**config.mk**
```make
export PLATFORM = sky130hd
export DESIGN_NAME = burst_traffic_gen
export DESIGN_NICKNAME = d
export VERILOG_FILES = /design/src/rtl/btg_pkg.sv /design/src/rtl/btg_lfsr.sv /design/src/rtl/btg_gap_pick.sv /design/src/rtl/btg_addr_gen.sv /design/src/rtl/burst_traffic_gen.sv
export SDC_FILE = /design/constraint.sdc
export NUM_CORES = 1
export LEC_CHECK = 0
export BUFFER_PORTS_ARGS = -buffer_cell sky130_fd_sc_hd__buf_2
export CORE_ASPECT_RATIO = 1.5
export CORE_UTILIZATION = 30
export DETAILED_ROUTE_END_ITERATION = 6
export PLACE_DENSITY = 0.48
export REMOVE_ABC_BUFFERS = 1
export SYNTH_ARGS = -nofsm -noshare
export SYNTH_HDL_FRONTEND = slang
export SYNTH_HIERARCHICAL = 1
export SYNTH_SLANG_ARGS = --single-unit
```
**constraint.sdc**
```tcl
create_clock -name clk -period 43.9 [get_ports clk]
set_input_delay 13.17 -clock clk [delete_from_list [all_inputs] [get_ports clk]]
set_output_delay 13.17 -clock clk [all_outputs]
set_load 0.02 [all_outputs]
```
**src/rtl/btg_pkg.sv**
```systemverilog
package btg_pkg;
  typedef enum logic [2:0] {
    ST_IDLE,
    ST_DELAY,
    ST_REQ,
    ST_WAIT,
    ST_GAP,
    ST_FIN
  } btg_state_t;

  localparam int unsigned LFSR_W = 16;
endpackage

```
**src/rtl/btg_lfsr.sv**
```systemverilog
module btg_lfsr
  import btg_pkg::*;
(
  input  logic              clk,
  input  logic              rst,
  input  logic              load,
  input  logic [LFSR_W-1:0] seed,
  input  logic              step,
  output logic [LFSR_W-1:0] state
);
  logic fb;
  assign fb = state[15] ^ state[13] ^ state[12] ^ state[10];

  always_ff @(posedge clk) begin
    if (rst)
      state <= LFSR_W'(1);
    else if (load)
      state <= (seed == '0) ? LFSR_W'(1) : seed;
    else if (step)
      state <= {state[LFSR_W-2:0], fb};
  end


  lfsr_nonzero_chk: assert property (@(posedge clk) disable iff (rst) state != '0);
endmodule

```
**src/rtl/btg_gap_pick.sv**
```systemverilog
module btg_gap_pick
  import btg_pkg::*;
#(
  parameter int unsigned DLY_W = 16
) (
  input  logic [LFSR_W-1:0] rnd,
  input  logic [DLY_W-1:0]  gmin,
  input  logic [DLY_W-1:0]  gmax,
  output logic [DLY_W-1:0]  gap
);
  localparam int unsigned SPAN_W = (DLY_W > LFSR_W ? DLY_W : LFSR_W) + 1;

  logic [SPAN_W-1:0] span_p1;
  logic [SPAN_W-1:0] rem;

  always_comb begin
    if (gmax >= gmin)
      span_p1 = SPAN_W'(gmax - gmin) + SPAN_W'(1);
    else
      span_p1 = SPAN_W'(1);
    rem = SPAN_W'(rnd) % span_p1;
    gap = gmin + DLY_W'(rem);
  end
endmodule

```
**src/rtl/btg_addr_gen.sv**
```systemverilog
module btg_addr_gen #(
  parameter int unsigned ADDR_W      = 32,
  parameter int unsigned BURST_BYTES = 256
) (
  input  logic              clk,
  input  logic              rst,
  input  logic              load,
  input  logic [ADDR_W-1:0] base,
  input  logic [ADDR_W-1:0] region,
  input  logic              step,
  output logic [ADDR_W-1:0] addr
);
  localparam logic [ADDR_W:0] STRIDE = (ADDR_W+1)'(BURST_BYTES);

  logic [ADDR_W-1:0] base_q, region_q, offset;
  logic [ADDR_W:0]   next_off;

  assign next_off = {1'b0, offset} + STRIDE;
  assign addr     = base_q + offset;

  always_ff @(posedge clk) begin
    if (rst) begin
      base_q   <= '0;
      region_q <= '0;
      offset   <= '0;
    end else if (load) begin
      base_q   <= base;
      region_q <= region;
      offset   <= '0;
    end else if (step) begin
      if (next_off >= {1'b0, region_q})
        offset <= '0;
      else
        offset <= next_off[ADDR_W-1:0];
    end
  end


  offset_range_chk: assert property (@(posedge clk) disable iff (rst)
    (offset == '0) || (offset < region_q));
endmodule

```
**src/rtl/burst_traffic_gen.sv**
```systemverilog
module burst_traffic_gen
  import btg_pkg::*;
#(
  parameter int unsigned ADDR_W      = 32,
  parameter int unsigned DATA_BYTES  = 8,
  parameter int unsigned BURST_BYTES = 256,
  parameter int unsigned CNT_W       = 16,
  parameter int unsigned DLY_W       = 16,
  parameter int unsigned BEATS       = BURST_BYTES / DATA_BYTES,
  parameter int unsigned LEN_W       = $clog2(BEATS + 1)
) (
  input  logic              clk,
  input  logic              rst,
  input  logic              start,
  input  logic              cfg_is_read,
  input  logic [CNT_W-1:0]  cfg_total,
  input  logic [DLY_W-1:0]  cfg_first_dly,
  input  logic [DLY_W-1:0]  cfg_gap_min,
  input  logic [DLY_W-1:0]  cfg_gap_max,
  input  logic [15:0]       cfg_seed,
  input  logic              cfg_wait_done,
  input  logic [ADDR_W-1:0] cfg_base,
  input  logic [ADDR_W-1:0] cfg_region,
  output logic              req_valid,
  input  logic              req_ready,
  output logic              req_is_read,
  output logic [ADDR_W-1:0] req_addr,
  output logic [LEN_W-1:0]  req_len,
  input  logic              burst_done,
  output logic              done
);
  localparam logic [CNT_W-1:0] MIN_TOTAL = CNT_W'(2);

  btg_state_t        state;
  logic [DLY_W-1:0]  timer;
  logic [CNT_W-1:0]  issued, total_q;
  logic [DLY_W-1:0]  gmin_q, gmax_q;
  logic              dir_q, wait_q;

  logic [LFSR_W-1:0] rnd;
  logic [DLY_W-1:0]  gap_val;
  logic              hs, last_hs, gap_load, cmpl, all_issued;

  assign hs         = (state == ST_REQ) && req_ready;
  assign last_hs    = (issued + CNT_W'(1)) == total_q;
  assign all_issued = (issued == total_q);
  assign cmpl       = (state == ST_WAIT) && burst_done;
  assign gap_load   = !start && ((hs && !wait_q && !last_hs) || (cmpl && !all_issued));

  btg_lfsr u_lfsr (
    .clk   (clk),
    .rst   (rst),
    .load  (start),
    .seed  (cfg_seed),
    .step  (gap_load),
    .state (rnd)
  );

  btg_gap_pick #(.DLY_W(DLY_W)) u_gap (
    .rnd  (rnd),
    .gmin (gmin_q),
    .gmax (gmax_q),
    .gap  (gap_val)
  );

  btg_addr_gen #(.ADDR_W(ADDR_W), .BURST_BYTES(BURST_BYTES)) u_addr (
    .clk    (clk),
    .rst    (rst),
    .load   (start),
    .base   (cfg_base),
    .region (cfg_region),
    .step   (hs && !start),
    .addr   (req_addr)
  );

  always_ff @(posedge clk) begin
    if (rst) begin
      state   <= ST_IDLE;
      timer   <= '0;
      issued  <= '0;
      total_q <= MIN_TOTAL;
      gmin_q  <= '0;
      gmax_q  <= '0;
      dir_q   <= 1'b0;
      wait_q  <= 1'b0;
    end else if (start) begin
      issued  <= '0;
      total_q <= (cfg_total < MIN_TOTAL) ? MIN_TOTAL : cfg_total;
      gmin_q  <= cfg_gap_min;
      gmax_q  <= cfg_gap_max;
      dir_q   <= cfg_is_read;
      wait_q  <= cfg_wait_done;
      if (cfg_first_dly == '0) begin
        state <= ST_REQ;
        timer <= '0;
      end else begin
        state <= ST_DELAY;
        timer <= cfg_first_dly - DLY_W'(1);
      end
    end else begin
      unique case (state)
        ST_IDLE, ST_FIN: ;
        ST_DELAY, ST_GAP: begin
          if (timer == '0) state <= ST_REQ;
          else             timer <= timer - DLY_W'(1);
        end
        ST_REQ: begin
          if (req_ready) begin
            issued <= issued + CNT_W'(1);
            if (wait_q)       state <= ST_WAIT;
            else if (last_hs) state <= ST_FIN;
          end
        end
        ST_WAIT: begin
          if (burst_done && all_issued) state <= ST_FIN;
        end
        default: state <= ST_IDLE;
      endcase
      if (gap_load) begin
        if (gap_val == '0) begin
          state <= ST_REQ;
        end else begin
          state <= ST_GAP;
          timer <= gap_val - DLY_W'(1);
        end
      end
    end
  end

  assign req_valid   = (state == ST_REQ);
  assign req_is_read = dir_q;
  assign req_len     = LEN_W'(BEATS);
  assign done        = (state == ST_FIN);


  req_hold_chk: assert property (@(posedge clk) disable iff (rst)
    (req_valid && !req_ready && !start) |=>
      (req_valid && $stable(req_addr) && $stable(req_is_read)));


  done_excl_chk: assert property (@(posedge clk) disable iff (rst)
    done |-> !req_valid);


  issue_bound_chk: assert property (@(posedge clk) disable iff (rst)
    issued <= total_q);


  gap_window_chk: assert property (@(posedge clk) disable iff (rst)
    gap_load |-> (gap_val >= gmin_q) && ((gmax_q < gmin_q) || (gap_val <= gmax_q)));


  pace_hold_chk: assert property (@(posedge clk) disable iff (rst)
    (state == ST_WAIT && !burst_done && !start) |=> !req_valid);
endmodule

```
* Word-level counts from Yosys, hierarchy flattened
Index checks and enable logic that the tools add are counted.
** Operators by class
- $add $sub $neg :: 9
- Divide/modulo/power cells :: 1
- Order comparisons :: 3
- Equality and inequality tests :: 12
- Muxes and demuxes :: 22
- Bitwise logic cells :: 3
- Reduce and logical (&&, ||, !) cells :: 24
** Operators by type and width (number)
- 2-to-1 mux 16 bit :: 10
- logical NOT 16 bit :: 4
- subtractor 16 x 1 -> 16 bit, second input constant :: 3
- adder 32 x 9 -> 33 bit, second input constant :: 1
- >= comparator 33 x 32 -> 1 bit :: 1
- adder 32 bit :: 1
- equality test 16 bit :: 2
- 2-to-1 mux 32 bit :: 1
- 2-to-1 mux 3 bit :: 8
- adder 17 x 1 -> 17 bit, second input constant :: 1
- modulo 16 x 17 -> 17 bit :: 1
- 2-to-1 mux 17 bit :: 1
- subtractor 16 x 16 -> 17 bit :: 1
- adder 16 x 1 -> 16 bit, second input constant :: 1
- adder 16 bit :: 1
- >= comparator 16 bit :: 1
- less-than comparator 16 x 2 -> 1 bit, second input constant :: 1
- case mux 3 bit (4 select lines) :: 1
- logical AND 1 bit :: 8
- equality test 3 x 2 -> 1 bit, second input constant :: 2
- equality test 3 bit, second input constant :: 2
- OR reduction 2 bit :: 3
- inequality test 5 x 2 -> 1 bit, second input constant :: 1
- AND reduction 5 bit :: 1
- other kinds (12) :: 17
** Storage, ports and cells
- Bits in registers :: 197
- Bits of input ports :: 151
- Output and inout bits :: 41

* Depth between registers and ports, before layout
- Depth in word-level cells :: 9
- Gate-level depth with buffers :: 203
- Gate-level depth less buffers :: 190

* Cells and area by module
Netlist, hierarchy kept.
** By module, submodules not included
- btg_gap_pick :: instances 1, cells each 1517, area each 10577.6 um2, sequential area each 0.0 um2
- btg_addr_gen :: instances 1, cells each 620, area each 5456.5 um2, sequential area each 1761.7 um2
- burst_traffic_gen :: instances 1, cells each 593, area each 5027.3 um2, sequential area each 1701.6 um2
- btg_lfsr :: instances 1, cells each 95, area each 772.0 um2, sequential area each 320.3 um2

* Worst setup path after synthesis
Ideal clock, no wire load.
- Kind :: register -> register
- Start point :: register gmin_q[15]
- End point :: register timer[3]
- Arrival :: 37.308 ns
- Required time :: 43.780 ns
- Setup slack :: 6.472 ns
- Stages on the path, launching flop included :: 190
- Clock period less this slack :: 37.428 ns
- Path through :: dfxtp_1 > inv_1 > ha_1 > nand4_1 > or2_2 > o21ai_0 > clkbuf_1 > buf_2 > nand2_1 > ha_1 > o21a_1 > nor2_1 > a21oi_1 > nand3_1 > o21ai_0 > ha_1 > o21a_1 > o21ai_0 > [154 not listed] > a21o_1 > a21oi_1 > o21bai_1 > a21oi_1 > o21bai_1 > a21oi_1 > o21bai_1 > a21oi_1 > o21bai_1 > a21oi_1 > xnor2_1 > or4_1 > or3_1 > or3_1 > o211ai_1 > buf_4 > nor2_1 > o31a_1
** Between the ends
- Word-level cells in the longest chain between the ends :: 9
** RTL lines
- start: declaration :: RTL line burst_traffic_gen.sv:37 : logic [DLY_W-1:0] gmin_q, gmax_q;
- start signal: assignment :: RTL line burst_traffic_gen.sv:89 : gmin_q <= cfg_gap_min;
- subtractor 16 x 16 -> 17 bit :: RTL line btg_gap_pick.sv:18 : span_p1 = SPAN_W'(gmax - gmin) + SPAN_W'(1);
- adder 17 x 1 -> 17 bit :: RTL line btg_gap_pick.sv:18
- 2-to-1 mux 17 bit (*) :: RTL line btg_gap_pick.sv:17 : if (gmax >= gmin)
- modulo 16 x 17 -> 17 bit (*) :: RTL line btg_gap_pick.sv:21 : rem = SPAN_W'(rnd) % span_p1;
- adder 16 bit (*) :: RTL line btg_gap_pick.sv:22 : gap = gmin + DLY_W'(rem);
- net gap_val[12] :: RTL line burst_traffic_gen.sv:41 : logic [DLY_W-1:0] gap_val;
- logical NOT 16 bit (*) :: RTL line burst_traffic_gen.sv:120 : if (gap_val == '0) begin
- 2-to-1 mux 16 bit (*) :: RTL line burst_traffic_gen.sv:120
- 2-to-1 mux 16 bit (*) :: RTL line burst_traffic_gen.sv:119 : if (gap_load) begin
- 2-to-1 mux 16 bit (*) :: RTL line burst_traffic_gen.sv:86 : end else if (start) begin
- end signal: assignment :: RTL line burst_traffic_gen.sv:98 : timer <= cfg_first_dly - DLY_W'(1);
- end signal: assignment :: RTL line burst_traffic_gen.sv:105 : else timer <= timer - DLY_W'(1);
- end signal: assignment :: RTL line burst_traffic_gen.sv:124 : timer <= gap_val - DLY_W'(1);
- end: declaration :: RTL line burst_traffic_gen.sv:35 : logic [DLY_W-1:0] timer;
The timed path passes the listed nets; every way through them passes the cells marked *.
A chain may end at the register's enable or synchronous reset.

* Worst setup path after layout
- Start point :: register gmin_q[10]
- End point :: register timer[13]
** Between the ends
- Word-level cells in the longest chain between the ends :: 9
** RTL lines (RTL line)
- subtractor 16 x 16 -> 17 bit :: btg_gap_pick.sv:18
- adder 17 x 1 -> 17 bit :: btg_gap_pick.sv:18
- 2-to-1 mux 17 bit :: btg_gap_pick.sv:17
- modulo 16 x 17 -> 17 bit :: btg_gap_pick.sv:21
- adder 16 bit (*) :: btg_gap_pick.sv:22
- net gap_val[12] :: burst_traffic_gen.sv:41
- subtractor 16 x 1 -> 16 bit or logical NOT 16 bit (tied branches) :: burst_traffic_gen.sv:124, burst_traffic_gen.sv:120
- 2-to-1 mux 16 bit (*) :: burst_traffic_gen.sv:120
- 2-to-1 mux 16 bit (*) :: burst_traffic_gen.sv:119
- 2-to-1 mux 16 bit (*) :: burst_traffic_gen.sv:86
Marks and branches as above.

==> key figures <==
Routing
  – Antenna Nets Post-Route: 0
  – DR pass1 iterations: 5
  – Vias post-DR: 21417
  – Starting DRT DRC Count: 1048
  – Via/cell ratio: 5.541
  – DRC: 0
  – Total Wirelength: 79.10 mm
  – Avg WL per Cell: 20.47 um

Critical path
  – CP Data Required Time: 44.24 ns
  – Crit end category: flip-flop
  – CP Launch Type: flip-flop
  – Reg2reg end: timer[13]
  – CP Data Arrival Time: 41.10 ns
  – R2R Setup Slk: 3.15 ns
  – Largest stage delay on the critical path: 0.52 ns
  – Reg2Reg Launch Point: gmin_q[10]
  – Depth of the most critical reg-to-reg path: 187
  – Most numerous cell on the critical path: a21oi_1
  – Slowest CP cell: a2111o_1
  – Crit Path Max Fanout: 19
  – Classification of the worst setup path: flip-flop to flip-flop

Status
  – Status: finished, final reports clean

Cells and area
  – Final nets: 3349
  – Design area: 0.02443 mm^2
  – Layout cells sized above 1: 13.71%
  – Most frequent cells in the layout: 347 x nor2_1, 254 x ha_1, 188 x dfxtp_1
  – Multi-input logic area: 0.01714 mm^2
  – Syn-to-layout area delta: 11.89%
  – Register area: 0.003785 mm^2
  – Fillers: 7632
  – Most common cell after layout, fill and taps aside: nor2_1

Logic synthesis
  – Adder-cell share of the synthesized area: 15.53%
  – Syn Area/Cell: 7.729 um^2
  – Dominant cell type by area after synthesis: dfxtp_1
  – Synth warn: 6
  – Synth Area in Simple Gates: 23.13%
  – Post-Syn Area: 0.02183 mm^2
  – Post-Synth XOR/XNOR Area: 8.814%
  – #FFs+latches synth: 189
  – Synth top area share: 17.33%
  – EDFF count, synth: 0
  – Largest family of logic cells by synthesized area: simple AND/OR/NAND/NOR gates
  – Mux cell area share after synthesis: 7.960%
  – Post-Syn Instances: 2825
  – Synth cell types: 110
  – Post-synthesis sequential area ratio: 17.33%
  – Post-synth ARST share: 0%
  – Dominant synthesized flop cell: dfxtp_1
  – Compound-Gate Fraction of Synth Area: 21.79%
  – Synth top area cells: dfxtp_1 17%, ha_1 15%, mux2i_1 6.5%

CTS
  – H-tree levels: 4
  – Reg clk slew, reported paths: 0.10 ns
  – Worst skew pair latency: 0.51 ns
  – TritonCTS buffer count: 17
  – Root Driver: clkbuf_16
  – Clock Tree Buf Depth: 2
  – Hold buffers post-CTS: 0
  – TritonCTS clock tree: built
  – Clock sink count: 189

STA
  – Final Max Tran Viols: 0
  – Slew @ Worst Pin: 1.024 ns
  – Tightest hold margin: 0.4935 ns
  – Final period utilization: 92.83%
  – Tmin final: 40.75 ns
  – Final setup fails: 0
  – Post-Route Skew: 0.03045 ns
  – Max Freq: 24.54 MHz
  – Final hold vios: 0
  – Slew margin rel.: 31.49%

Placed design
  – Placed inst area: 0.02355 mm^2
  – Dpl hpwl: 62.71 mm
  – Placer Congestion: 0.9362
  – Port buffer count: 185

GRT
  – Vias in the first global route: 21701
  – First-pass GRT wire length: 121.7 mm
  – Gr ovfl total: 0
  – Total Routing Usage GR: 21.18%
  – Largest net degree at the start of global routing: 74
  – Initial antenna violation count: 18

Hold path
  – WHS Endpoint: total_q[0]
  – Min-delay src: total_q[0]
  – Hold WC Path Type: flip-flop to flip-flop
  – Hold path cells: 2

Floorplan
  – IO Count: 192
  – Starting density of the core: 30.42%
  – # rows: 120
  – Die Ht: 332.4 um
  – Die area: 0.07388 mm^2
  – Core Box Area: 0.07177 mm^2
  – Die width: 222.3 um

Flow run
  – MaxCap Viol Count: 0
-- Yosys cell counts, types with 9 or more instances --
cell / count
or2_2: 21
o21a_1: 64
nor3b_1: 13
or4_1: 10
nand2b_1: 46
buf_4: 14
ha_1: 255
dfxtp_1: 189
inv_1: 139
a211o_1: 9
o22ai_1: 14
nand4_1: 62
nand2_1: 176
clkbuf_1: 76
o21ai_0: 97
mux2_2: 29
or3_1: 36
o211ai_1: 33
a21oi_1: 184
fa_1: 10
nand3_1: 59
o31ai_1: 17
buf_1: 19
a211oi_1: 14
xnor2_1: 153
nor2_1: 350
nor3_1: 92
buf_2: 26
o21bai_1: 19
mux2i_1: 141
nor2b_1: 29
nand3b_1: 14
a21o_1: 61
xor2_1: 63
and2_1: 10
o31a_1: 9
nor4_1: 31
a31oi_1: 26
and3_1: 14
-- worst max-delay path: cells and delay by family, from the launching register on --
| kind | cells | cell delay, ns |
|---|---|---|
| simple gates | 45 | 9.19 |
| compound gates | 110 | 22.53 |
| fa+ha+maj | 19 | 6.13 |
| buf+inv | 9 | 1.47 |
| mux | 3 | 0.68 |
| xor+xnor | 1 | 0.12 |
| flops | 1 | 0.43 |
-- layer usage --
metal	wire length (um)	part of all wire [%]	track usage, %	vias to the layer above
met2	41120	52	40.11	570
met3	3670	4.6	4.134	219
met1	29580	37	21.60	10128
met5	172	0.22	0	-
met4	4554	5.8	11.36	30
li1	-	-	-	10470
-- final cells by class --
class                   count  share of cell area [%]
clock buffers              19                   1.813
clock inverters            13                  0.5429
inverters                 140                   2.151
diodes                      4                 0.04097
well taps                 915                   4.686
multi-input cells        2358                   70.15
flip-flops and latches    189                   15.49
repair buffers            227                   5.127
-- state kept, by name (all words and copies together) (netlist names) --
signal,count
gmax_q,16
wait_q,1
u_lfsr/state,16
total_q,16
req_is_read,1
timer,16
state,3
u_addr/base_q,32
u_addr/region_q,32
issued,16
gmin_q,16
u_addr/offset,24
-- what timing repair did --
| item | in CTS | in global routing |
|---|---|---|
| buffers inserted | 0 | 8 |
| resized for setup | 0 | 57 |
| setup endpoints to repair | 0 | 18 |
-- logic make-up (layout without fill, tap and decap cells) --
| family | Yosys count | after routing |
|---|---|---|
| AND/OR/NAND/NOR | 1010 | 1010 |
| AO/OA/AOI/OAI | 688 | 688 |
| buffers and inverters | 282 | 399 |
| adder cells (fa/ha/maj) | 265 | 265 |
| XOR/XNOR | 218 | 218 |
| flip-flops | 189 | 189 |
| multiplexers | 170 | 170 |
| other | 3 | 11 |
-- through the flow --
step / util [%] / TNS (ns) / cells / setup slack, ns
after floorplan: - / 0 / 2687 / 2.654
after global placement: 32.81 / 0 / 3821 / 1.600
after detailed placement: 32.81 / 0 / 3821 / 0.5260
after CTS: 33.61 / 0 / 3853 / 0.2754
after global routing: 34.04 / -0.1206 / 3864 / -0.04665
final: 34.04 / 0 / 3865 / 3.146
-- how the worst max path moves through the flow --
stage / start / end / slack (ns)
floorplan: gmin_q[15] / timer[1] / 2.65
global placement: gmin_q[10] / timer[1] / 1.60
detailed placement: gmin_q[10] / timer[1] / 0.53
CTS: gmin_q[10] / timer[1] / 0.28
global route: gmin_q[10] / timer[5] / -0.05
finish: gmin_q[10] / timer[13] / 3.15
Power is left out: the tool's default activity adds up to more than one toggle a clock period on the data nets, which glitch-free logic cannot reach.
